[src/rtl/bpw_pkg.sv]
// Package: shared encodings for the backplane window sequencer.
// Assumes the window registers sit at three consecutive addresses.
package bpw_pkg;
    typedef enum logic [1:0] {
        KIND_H16  = 2'd0,
        KIND_W32  = 2'd1,
        KIND_FIFO = 2'd2,
        KIND_BAD  = 2'd3
    } kind_e;

    typedef enum logic [2:0] {
        ST_IDLE, ST_CHK, ST_WIN, ST_XFER, ST_DUMMY, ST_FBLK, ST_FREM
    } st_e;

    localparam logic [16:0] WIN_REG_BASE = 17'h1000A;
    localparam logic [2:0]  FUNC_NUM     = 3'd1;
endpackage

[src/rtl/bpw_addr_map.sv]
// Address mapper: window hit test, in-window offset with width flag, and
// the register address and byte of each of the three window writes.
// Assumes idx only takes the values 0..2.
module bpw_addr_map
    import bpw_pkg::*;
(
    input  logic [31:0] addr,
    input  logic        wflag,
    input  logic        win_ok,
    input  logic [15:0] win_base,
    input  logic [1:0]  idx,
    output logic        hit,
    output logic [16:0] offset,
    output logic [16:0] reg_addr,
    output logic [7:0]  reg_byte
);
    logic [31:0] base_w;

    // Window base, hit test and offset
    always_comb begin
        base_w = addr & 32'hFFFF_0000;
        hit    = win_ok && (base_w == {win_base, 16'h0000});
        offset = 17'(addr & 32'h0000_7FFF) | (wflag ? 17'h0_8000 : 17'h0_0000);
    end

    // Register address and data byte for the current window write
    always_comb begin
        reg_addr = WIN_REG_BASE + 17'(idx);
        case (idx)
            2'd0:    reg_byte = base_w[15:8] & 8'h80;
            2'd1:    reg_byte = base_w[23:16];
            default: reg_byte = base_w[31:24];
        endcase
    end
endmodule

[src/rtl/bpw_fifo_plan.sv]
// FIFO planner: validates a FIFO length against its element width and
// splits it into whole blocks and a byte remainder.
// Assumes BLK_BYTES is a power of two.
module bpw_fifo_plan #(
    parameter int LEN_W     = 16,
    parameter int BLK_BYTES = 64,
    localparam int BLK_LG   = $clog2(BLK_BYTES)
) (
    input  logic [LEN_W-1:0]  len,
    input  logic              wide,
    output logic              bad,
    output logic [LEN_W-1:0]  nblk,
    output logic [BLK_LG-1:0] rem
);
    // Length check and block/remainder split
    always_comb begin
        bad  = (len == '0) || (wide ? (len[1:0] != 2'b00) : len[0]);
        nblk = len >> BLK_LG;
        rem  = len[BLK_LG-1:0];
    end
endmodule

[src/rtl/bpw_chunk.sv]
// Block chunker: block count of the next block-mode command, limited to
// the largest count one command may carry.
// Assumes MAX_BLKS fits both in CNT_W and in LEN_W bits.
module bpw_chunk #(
    parameter int LEN_W    = 16,
    parameter int MAX_BLKS = 511,
    parameter int CNT_W    = 9
) (
    input  logic [LEN_W-1:0] blk_left,
    output logic [CNT_W-1:0] chunk
);
    // Minimum of remaining blocks and the per-command limit
    always_comb begin
        if (blk_left > LEN_W'(MAX_BLKS)) chunk = CNT_W'(MAX_BLKS);
        else                             chunk = CNT_W'(blk_left);
    end
endmodule

[src/rtl/bpw_seq.sv]
// Backplane window access sequencer (top). Accepts one request at a time,
// checks the window shadow, emits window writes on a miss, then the data
// commands, and pulses done. One command is outstanding at any time.
// Assumes every accepted command is answered by exactly one response.
module bpw_seq
    import bpw_pkg::*;
#(
    parameter int LEN_W     = 16,
    parameter int BLK_BYTES = 64,
    parameter int MAX_BLKS  = 511,
    parameter int CNT_W     = 9
) (
    input  logic             clk,
    input  logic             rst_n,
    input  logic             req_valid,
    output logic             req_ready,
    input  logic [1:0]       req_kind,
    input  logic             req_write,
    input  logic             req_wide,
    input  logic [31:0]      req_addr,
    input  logic [LEN_W-1:0] req_len,
    input  logic [31:0]      req_wdata,
    output logic             cmd_valid,
    input  logic             cmd_ready,
    output logic             cmd_ext,
    output logic             cmd_write,
    output logic             cmd_raw,
    output logic [2:0]       cmd_func,
    output logic             cmd_block,
    output logic             cmd_incr,
    output logic [16:0]      cmd_addr,
    output logic [CNT_W-1:0] cmd_count,
    output logic [7:0]       cmd_byte,
    output logic [31:0]      cmd_wdata,
    input  logic             rsp_valid,
    input  logic             rsp_err,
    input  logic [31:0]      rsp_rdata,
    output logic             done_valid,
    output logic             done_err,
    output logic [31:0]      done_rdata
);
    localparam int BLK_LG = $clog2(BLK_BYTES);

    st_e               st;
    logic              wait_rsp;
    logic [1:0]        widx;
    kind_e             r_kind;
    logic              r_write, r_wide;
    logic [31:0]       r_addr, r_wdata;
    logic [LEN_W-1:0]  blk_left;
    logic [BLK_LG-1:0] rem_left;
    logic              win_ok;
    logic [15:0]       win_base;

    logic              plan_bad;
    logic [LEN_W-1:0]  plan_nblk;
    logic [BLK_LG-1:0] plan_rem;
    logic              win_hit, r_wflag, reject_now, active;
    logic [16:0]       acc_off, win_reg;
    logic [7:0]        win_byte;
    logic [CNT_W-1:0]  chunk;
    logic [LEN_W-1:0]  blk_next;
    st_e               first_data;

    bpw_fifo_plan #(.LEN_W(LEN_W), .BLK_BYTES(BLK_BYTES)) u_plan (
        .len(req_len), .wide(req_wide), .bad(plan_bad),
        .nblk(plan_nblk), .rem(plan_rem)
    );

    bpw_addr_map u_map (
        .addr(r_addr), .wflag(r_wflag), .win_ok(win_ok), .win_base(win_base),
        .idx(widx), .hit(win_hit), .offset(acc_off),
        .reg_addr(win_reg), .reg_byte(win_byte)
    );

    bpw_chunk #(.LEN_W(LEN_W), .MAX_BLKS(MAX_BLKS), .CNT_W(CNT_W)) u_chunk (
        .blk_left(blk_left), .chunk(chunk)
    );

    // Decode helpers: width flag, rejection, first data state, block step
    always_comb begin
        r_wflag    = (r_kind == KIND_W32) || ((r_kind == KIND_FIFO) && r_wide);
        reject_now = (kind_e'(req_kind) == KIND_BAD) ||
                     ((kind_e'(req_kind) == KIND_FIFO) && plan_bad);
        if (r_kind != KIND_FIFO)  first_data = ST_XFER;
        else if (blk_left != '0)  first_data = ST_FBLK;
        else                      first_data = ST_FREM;
        blk_next = blk_left - LEN_W'(chunk);
        active   = (st != ST_IDLE) && (st != ST_CHK);
    end

    assign req_ready = (st == ST_IDLE);
    assign cmd_valid = active && !wait_rsp;
    assign cmd_raw   = 1'b0;
    assign cmd_func  = FUNC_NUM;

    // Command descriptor fields for the current state
    always_comb begin
        cmd_ext   = 1'b0;
        cmd_write = 1'b0;
        cmd_block = 1'b0;
        cmd_incr  = 1'b0;
        cmd_addr  = acc_off;
        cmd_count = '0;
        cmd_byte  = '0;
        cmd_wdata = '0;
        case (st)
            ST_WIN: begin
                cmd_write = 1'b1;
                cmd_addr  = win_reg;
                cmd_byte  = win_byte;
            end
            ST_XFER: begin
                cmd_ext   = 1'b1;
                cmd_write = r_write;
                cmd_incr  = 1'b1;
                cmd_count = (r_kind == KIND_W32) ? CNT_W'(4) : CNT_W'(2);
                cmd_wdata = r_write ? r_wdata : 32'h0;
            end
            ST_DUMMY: begin
                cmd_ext   = 1'b1;
                cmd_incr  = 1'b1;
                cmd_count = CNT_W'(4);
            end
            ST_FBLK: begin
                cmd_ext   = 1'b1;
                cmd_write = r_write;
                cmd_block = 1'b1;
                cmd_count = chunk;
            end
            ST_FREM: begin
                cmd_ext   = 1'b1;
                cmd_write = r_write;
                cmd_count = CNT_W'(rem_left);
            end
            default: ;
        endcase
    end

    // Sequencer state, window shadow and completion registers
    always_ff @(posedge clk) begin
        if (!rst_n) begin
            st         <= ST_IDLE;
            wait_rsp   <= 1'b0;
            widx       <= 2'd0;
            r_kind     <= KIND_H16;
            r_write    <= 1'b0;
            r_wide     <= 1'b0;
            r_addr     <= '0;
            r_wdata    <= '0;
            blk_left   <= '0;
            rem_left   <= '0;
            win_ok     <= 1'b0;
            win_base   <= '0;
            done_valid <= 1'b0;
            done_err   <= 1'b0;
            done_rdata <= '0;
        end else begin
            done_valid <= 1'b0;
            case (st)
                ST_IDLE: if (req_valid) begin
                    r_kind   <= kind_e'(req_kind);
                    r_write  <= req_write;
                    r_wide   <= req_wide;
                    r_addr   <= req_addr;
                    r_wdata  <= req_wdata;
                    blk_left <= plan_nblk;
                    rem_left <= plan_rem;
                    if (reject_now) begin
                        done_valid <= 1'b1;
                        done_err   <= 1'b1;
                        done_rdata <= '0;
                    end else begin
                        st <= ST_CHK;
                    end
                end
                ST_CHK: if (win_hit) begin
                    st <= first_data;
                end else begin
                    st     <= ST_WIN;
                    widx   <= 2'd0;
                    win_ok <= 1'b0;
                end
                default: if (!wait_rsp) begin
                    if (cmd_ready) wait_rsp <= 1'b1;
                end else if (rsp_valid) begin
                    wait_rsp <= 1'b0;
                    if (rsp_err) begin
                        st         <= ST_IDLE;
                        done_valid <= 1'b1;
                        done_err   <= 1'b1;
                        done_rdata <= '0;
                    end else begin
                        case (st)
                            ST_WIN: if (widx == 2'd2) begin
                                win_ok   <= 1'b1;
                                win_base <= r_addr[31:16];
                                st       <= first_data;
                            end else begin
                                widx <= widx + 2'd1;
                            end
                            ST_XFER: if (r_write && (r_kind == KIND_W32)) begin
                                st <= ST_DUMMY;
                            end else begin
                                st         <= ST_IDLE;
                                done_valid <= 1'b1;
                                done_err   <= 1'b0;
                                done_rdata <= r_write ? 32'h0 : rsp_rdata;
                            end
                            ST_FBLK: begin
                                blk_left <= blk_next;
                                if (blk_next == '0) begin
                                    if (rem_left != '0) begin
                                        st <= ST_FREM;
                                    end else begin
                                        st         <= ST_IDLE;
                                        done_valid <= 1'b1;
                                        done_err   <= 1'b0;
                                        done_rdata <= '0;
                                    end
                                end
                            end
                            default: begin
                                st         <= ST_IDLE;
                                done_valid <= 1'b1;
                                done_err   <= 1'b0;
                                done_rdata <= '0;
                            end
                        endcase
                    end
                end
            endcase
        end
    end
endmodule

[config.mk]
export PLATFORM = sky130hd
export DESIGN_NAME = bpw_seq
export DESIGN_NICKNAME = d
export VERILOG_FILES = /design/src/rtl/bpw_pkg.sv /design/src/rtl/bpw_addr_map.sv /design/src/rtl/bpw_fifo_plan.sv /design/src/rtl/bpw_chunk.sv /design/src/rtl/bpw_seq.sv
export SDC_FILE = /design/constraint.sdc
export NUM_CORES = 1
export LEC_CHECK = 0
export ABC_AREA = 1
export BUFFER_PORTS_ARGS = -buffer_cell sky130_fd_sc_hd__buf_2
export CAP_MARGIN = 20
export CELL_PAD_IN_SITES_DETAIL_PLACEMENT = 1
export CELL_PAD_IN_SITES_GLOBAL_PLACEMENT = 1
export CORE_UTILIZATION = 35
export CTS_CLUSTER_SIZE = 40
export DETAILED_ROUTE_END_ITERATION = 10
export PLACE_DENSITY = 0.83
export SLEW_MARGIN = 5
export SYNTH_ARGS = -nofsm -noshare
export SYNTH_HDL_FRONTEND = slang
export SYNTH_SLANG_ARGS = --single-unit
[constraint.sdc]
create_clock -name clk -period 3.34 [get_ports clk]
set_input_delay 0.668 -clock clk [delete_from_list [all_inputs] [get_ports clk]]
set_output_delay 0.668 -clock clk [all_outputs]
set_load 0.02 [all_outputs]
==> results.py <==
metrics = {
    "outcome": {
        "status": "finished, final reports clean",
    },
    "placed_design": {
        "dp_hpwl_um": 16400,
        "io_buffers": 226,
        "dpl_worst_slack_ns": 0.361,
        "dp.cells": 1512,
        "gp_congestion": 0.857,
        "place_area_um2": 8490,
    },
    "grt": {
        "grt_use_met3": 0.0594,
        "busiest_layer": "met2",
        "use_met2": 0.375,
        "grtUsageTotal": 0.219,
        "grt_overflow": 0,
        "globalRouteMet1Util": 0.268,
        "antenna_found_initial": 5,
        "grt_pass1_vias": 7607,
        "grt_max_degree": 81,
        "grt_pass1_wl_um": 37700,
    },
    "clock_network": {
        "post_cts_buffers": 0,
        "cts_max_level": 4,
        "cts_tree": "built",
        "clock_path_buffers": 2,
        "cts-root-buf": "clkbuf_16",
        "post_cts_resized": 0,
        "clock_latency_ns": 0.42,
        "cts_hold_buffers": 0,
        "numCtsBuffers": 17,
        "cts_sinks": 146,
        "clk_transition_reported_paths_ns": 0.07,
    },
    "timing": {
        "rsz0062_at_grt": "false",
        "maxSlewViolCount": 0,
        "fin_tns_setup_ns": 0,
        "fin_crit_ns": 3.00,
        "finalHoldViolCount": 0,
        "max_freq_mhz": 334,
        "hold_ws_ns": 0.453,
        "slew_headroom": 0.509,
        "setup_viol": 0,
        "worst_pin_slew_ns": 0.737,
        "min_period_over_period": 0.898,
        "clock_skew_ns": 0.00903,
        "worst_slack_ns": 0.342,
    },
    "floorplan": {
        "ioPinCount": 232,
        "fp-row-count": 52,
        "die_x_um": 145,
        "fp.dieArea_um2": 21100,
        "core-area_um2": 20200,
        "die_h_um": 145,
        "initial_core_util": 0.356,
    },
    "yosys": {
        "yosys.area.top_type": "dfxtp_1",
        "syn_area_um2": 7180,
        "synth-edff-count": 0,
        "synth_common_cells": "218 x nand2_1, 154 x a21oi_1, 146 x dfxtp_1",
        "synth_xor_area_frac": 0.00854,
        "synthSimpleGateAreaFrac": 0.246,
        "yosys.cell_types.count": 42,
        "ys_ff_latch": 146,
        "synth_top_area_frac": 0.407,
        "syn_area_per_cell_um2": 6.74,
        "yosysSeqAreaShare": 0.407,
        "synth_most_common_cell": "nand2_1",
        "muxShareOfSynthArea": 0,
        "synth_top_family_by_area": "simple AND/OR/NAND/NOR gates",
        "postSynthCellCount": 1066,
        "ys.flop_type": "dfxtp_1",
        "synth_fa_ha_area_frac": 0.00697,
        "synth_warnings": 0,
        "synth_area_leaders": "dfxtp_1 41%, nand2_1 11%, a21oi_1 11%, o21ai_0 6.9%, inv_1 6.4%",
        "synth_compound_area_frac": 0.216,
        "synthArstFlopShare": 0,
    },
    "final_layout": {
        "fin_nets": 1388,
        "seq_area_um2": 2920,
        "fin_area_um2": 9110,
        "fillCellCount": 2705,
        "syn2layout_area_growth_pct": 26.8,
        "fin_util": 0.452,
        "drive_gt1_frac": 0.236,
        "final_cells": 1548,
        "multiInputGateArea_um2": 3470,
    },
    "pwr": {
        "ir_drop_mv": 0.443,
        "p_int_mw": 5.33,
        "pwr_density_cell_nw_per_um2": 1150,
        "power.switching_mw": 5.17,
        "leakage_nw": 4.27,
        "p_seq_frac": 0.249,
        "finalPower_mw": 10.5,
        "p_sw_frac": 0.492,
        "power.share.clock": 0.182,
        "p_comb_frac": 0.569,
    },
    "detailed_routing": {
        "vias": 7683,
        "wl_per_cell_um": 14.8,
        "drc": 0,
        "first_pass_iters": 4,
        "wirelength_um": 22900,
        "vias_per_cell": 4.96,
        "ant_nets": 0,
        "drtIter0Drc": 351,
    },
    "worst_hold_path": {
        "hold_class": "flip-flop to flip-flop",
    },
    "setup_path": {
        "slowest_delay_ns": 0.35,
        "cp-start-kind": "flip-flop",
        "crit_required_ns": 3.65,
        "cp-end-kind": "flip-flop",
        "path_cells": "nor2_1 -> nand2_1 -> inv_2 -> nand2_2 -> nand2_2 -> ha_1 -> nand2_1 -> nor2_1 -> nand2_2 -> nand2_1 -> nand2_1 -> nand2_1 -> nand3_1 -> nor2_1 -> nand2_2 -> nand2_4 -> buf_12 -> nand3_1 -> nand2_1 -> nor2_1",
        "cpMostUsedCell": "nand2_1",
        "critical_path.max_fanout": 38,
        "cp_slowest_cell": "dfxtp_1",
        "criticalPathCategory": "flip-flop to flip-flop",
        "cp.arrival_ns": 3.31,
    },
    "job": {
        "drv_cap": 0,
    },
}
cell type report:
cell class,instances,share of cell area
diodes,3,0.000824
clock inverters,14,0.0168
multi-input cells,727,0.381
repair buffers,241,0.143
inverters,129,0.0532
clock buffers,18,0.0471
flip-flops and latches,146,0.321
well taps,270,0.0371
metal layers:
| layer | vias to the layer above | part of all wire |
|---|---|---|
| li1 | 3852 | - |
| met1 | 3610 | 0.46 |
| met2 | 189 | 0.47 |
| met3 | 28 | 0.058 |
| met4 | 4 | 0.014 |
| met5 | - | 0.0012 |
registers in the layout (all words and copies together), names as in the netlist:
signal	flops
blk_left	16
done_err	1
done_rdata	32
done_valid	1
r_addr	31
r_kind	2
r_wdata	32
r_wide	1
r_write	1
rem_left	6
st	3
wait_rsp	1
widx	2
win_base	16
win_ok	1
cells by family (layout without fill, tap and decap cells):
group | Yosys count | in the layout
and+or+nand+nor | 424 | 424
AOI/OAI and AO/OA | 288 | 288
buffers and inverters | 195 | 402
DFF | 146 | 146
xor gates and xnor gates | 7 | 7
adders and majority gates | 4 | 4
other | 2 | 7
layout by cell type, fill, tap and decap left out, drive strengths merged, types with 3 or more instances in the layout:
cell type / count
a211oi: 6
a21oi: 154
a221oi: 8
buf: 241
clkbuf: 18
clkinv: 5
clkinvlp: 4
conb: 4
dfxtp: 146
diode: 3
ha: 4
inv: 132
nand2: 227
nand3: 56
nand4: 9
nor2: 116
nor3: 7
nor4: 6
o2111ai: 3
o21ai: 106
xnor2: 4
xor2: 3
final timing paths:
| check | start | endpoint | slack, ns | depth (start not counted) |
|---|---|---|---|---|
| setup / recovery | blk_left[13] | done_rdata[23] | 0.34 | 20 |
| setup reg to reg | blk_left[13] | done_rdata[23] | 0.34 | 20 |
| hold / removal | r_wdata[13] | r_wdata[13] | 0.45 | 2 |
| hold reg to reg | r_wdata[13] | r_wdata[13] | 0.45 | 2 |
power by group through the flow:
stage | registers, mW | clock network (mW) | logic, mW
2_1_floorplan | 2.79 | 0 | 4.29
3_3_place_gp | 2.62 | 0 | 5.79
3_5_place_dp | 2.65 | 0 | 5.95
4_1_cts | 2.61 | 1.96 | 5.99
5_1_grt | 2.68 | 2.04 | 6.75
6_report | 2.61 | 1.91 | 5.97
critical path: cells and delay by family, from the launching register on:
| kind | cells | cell delay (ns) |
|---|---|---|
| buf+inv | 2 | 0.31 |
| fa+ha+maj | 1 | 0.22 |
| flops | 1 | 0.35 |
| simple gates | 17 | 1.98 |
Note: power is estimated with default switching activity, not from simulation.
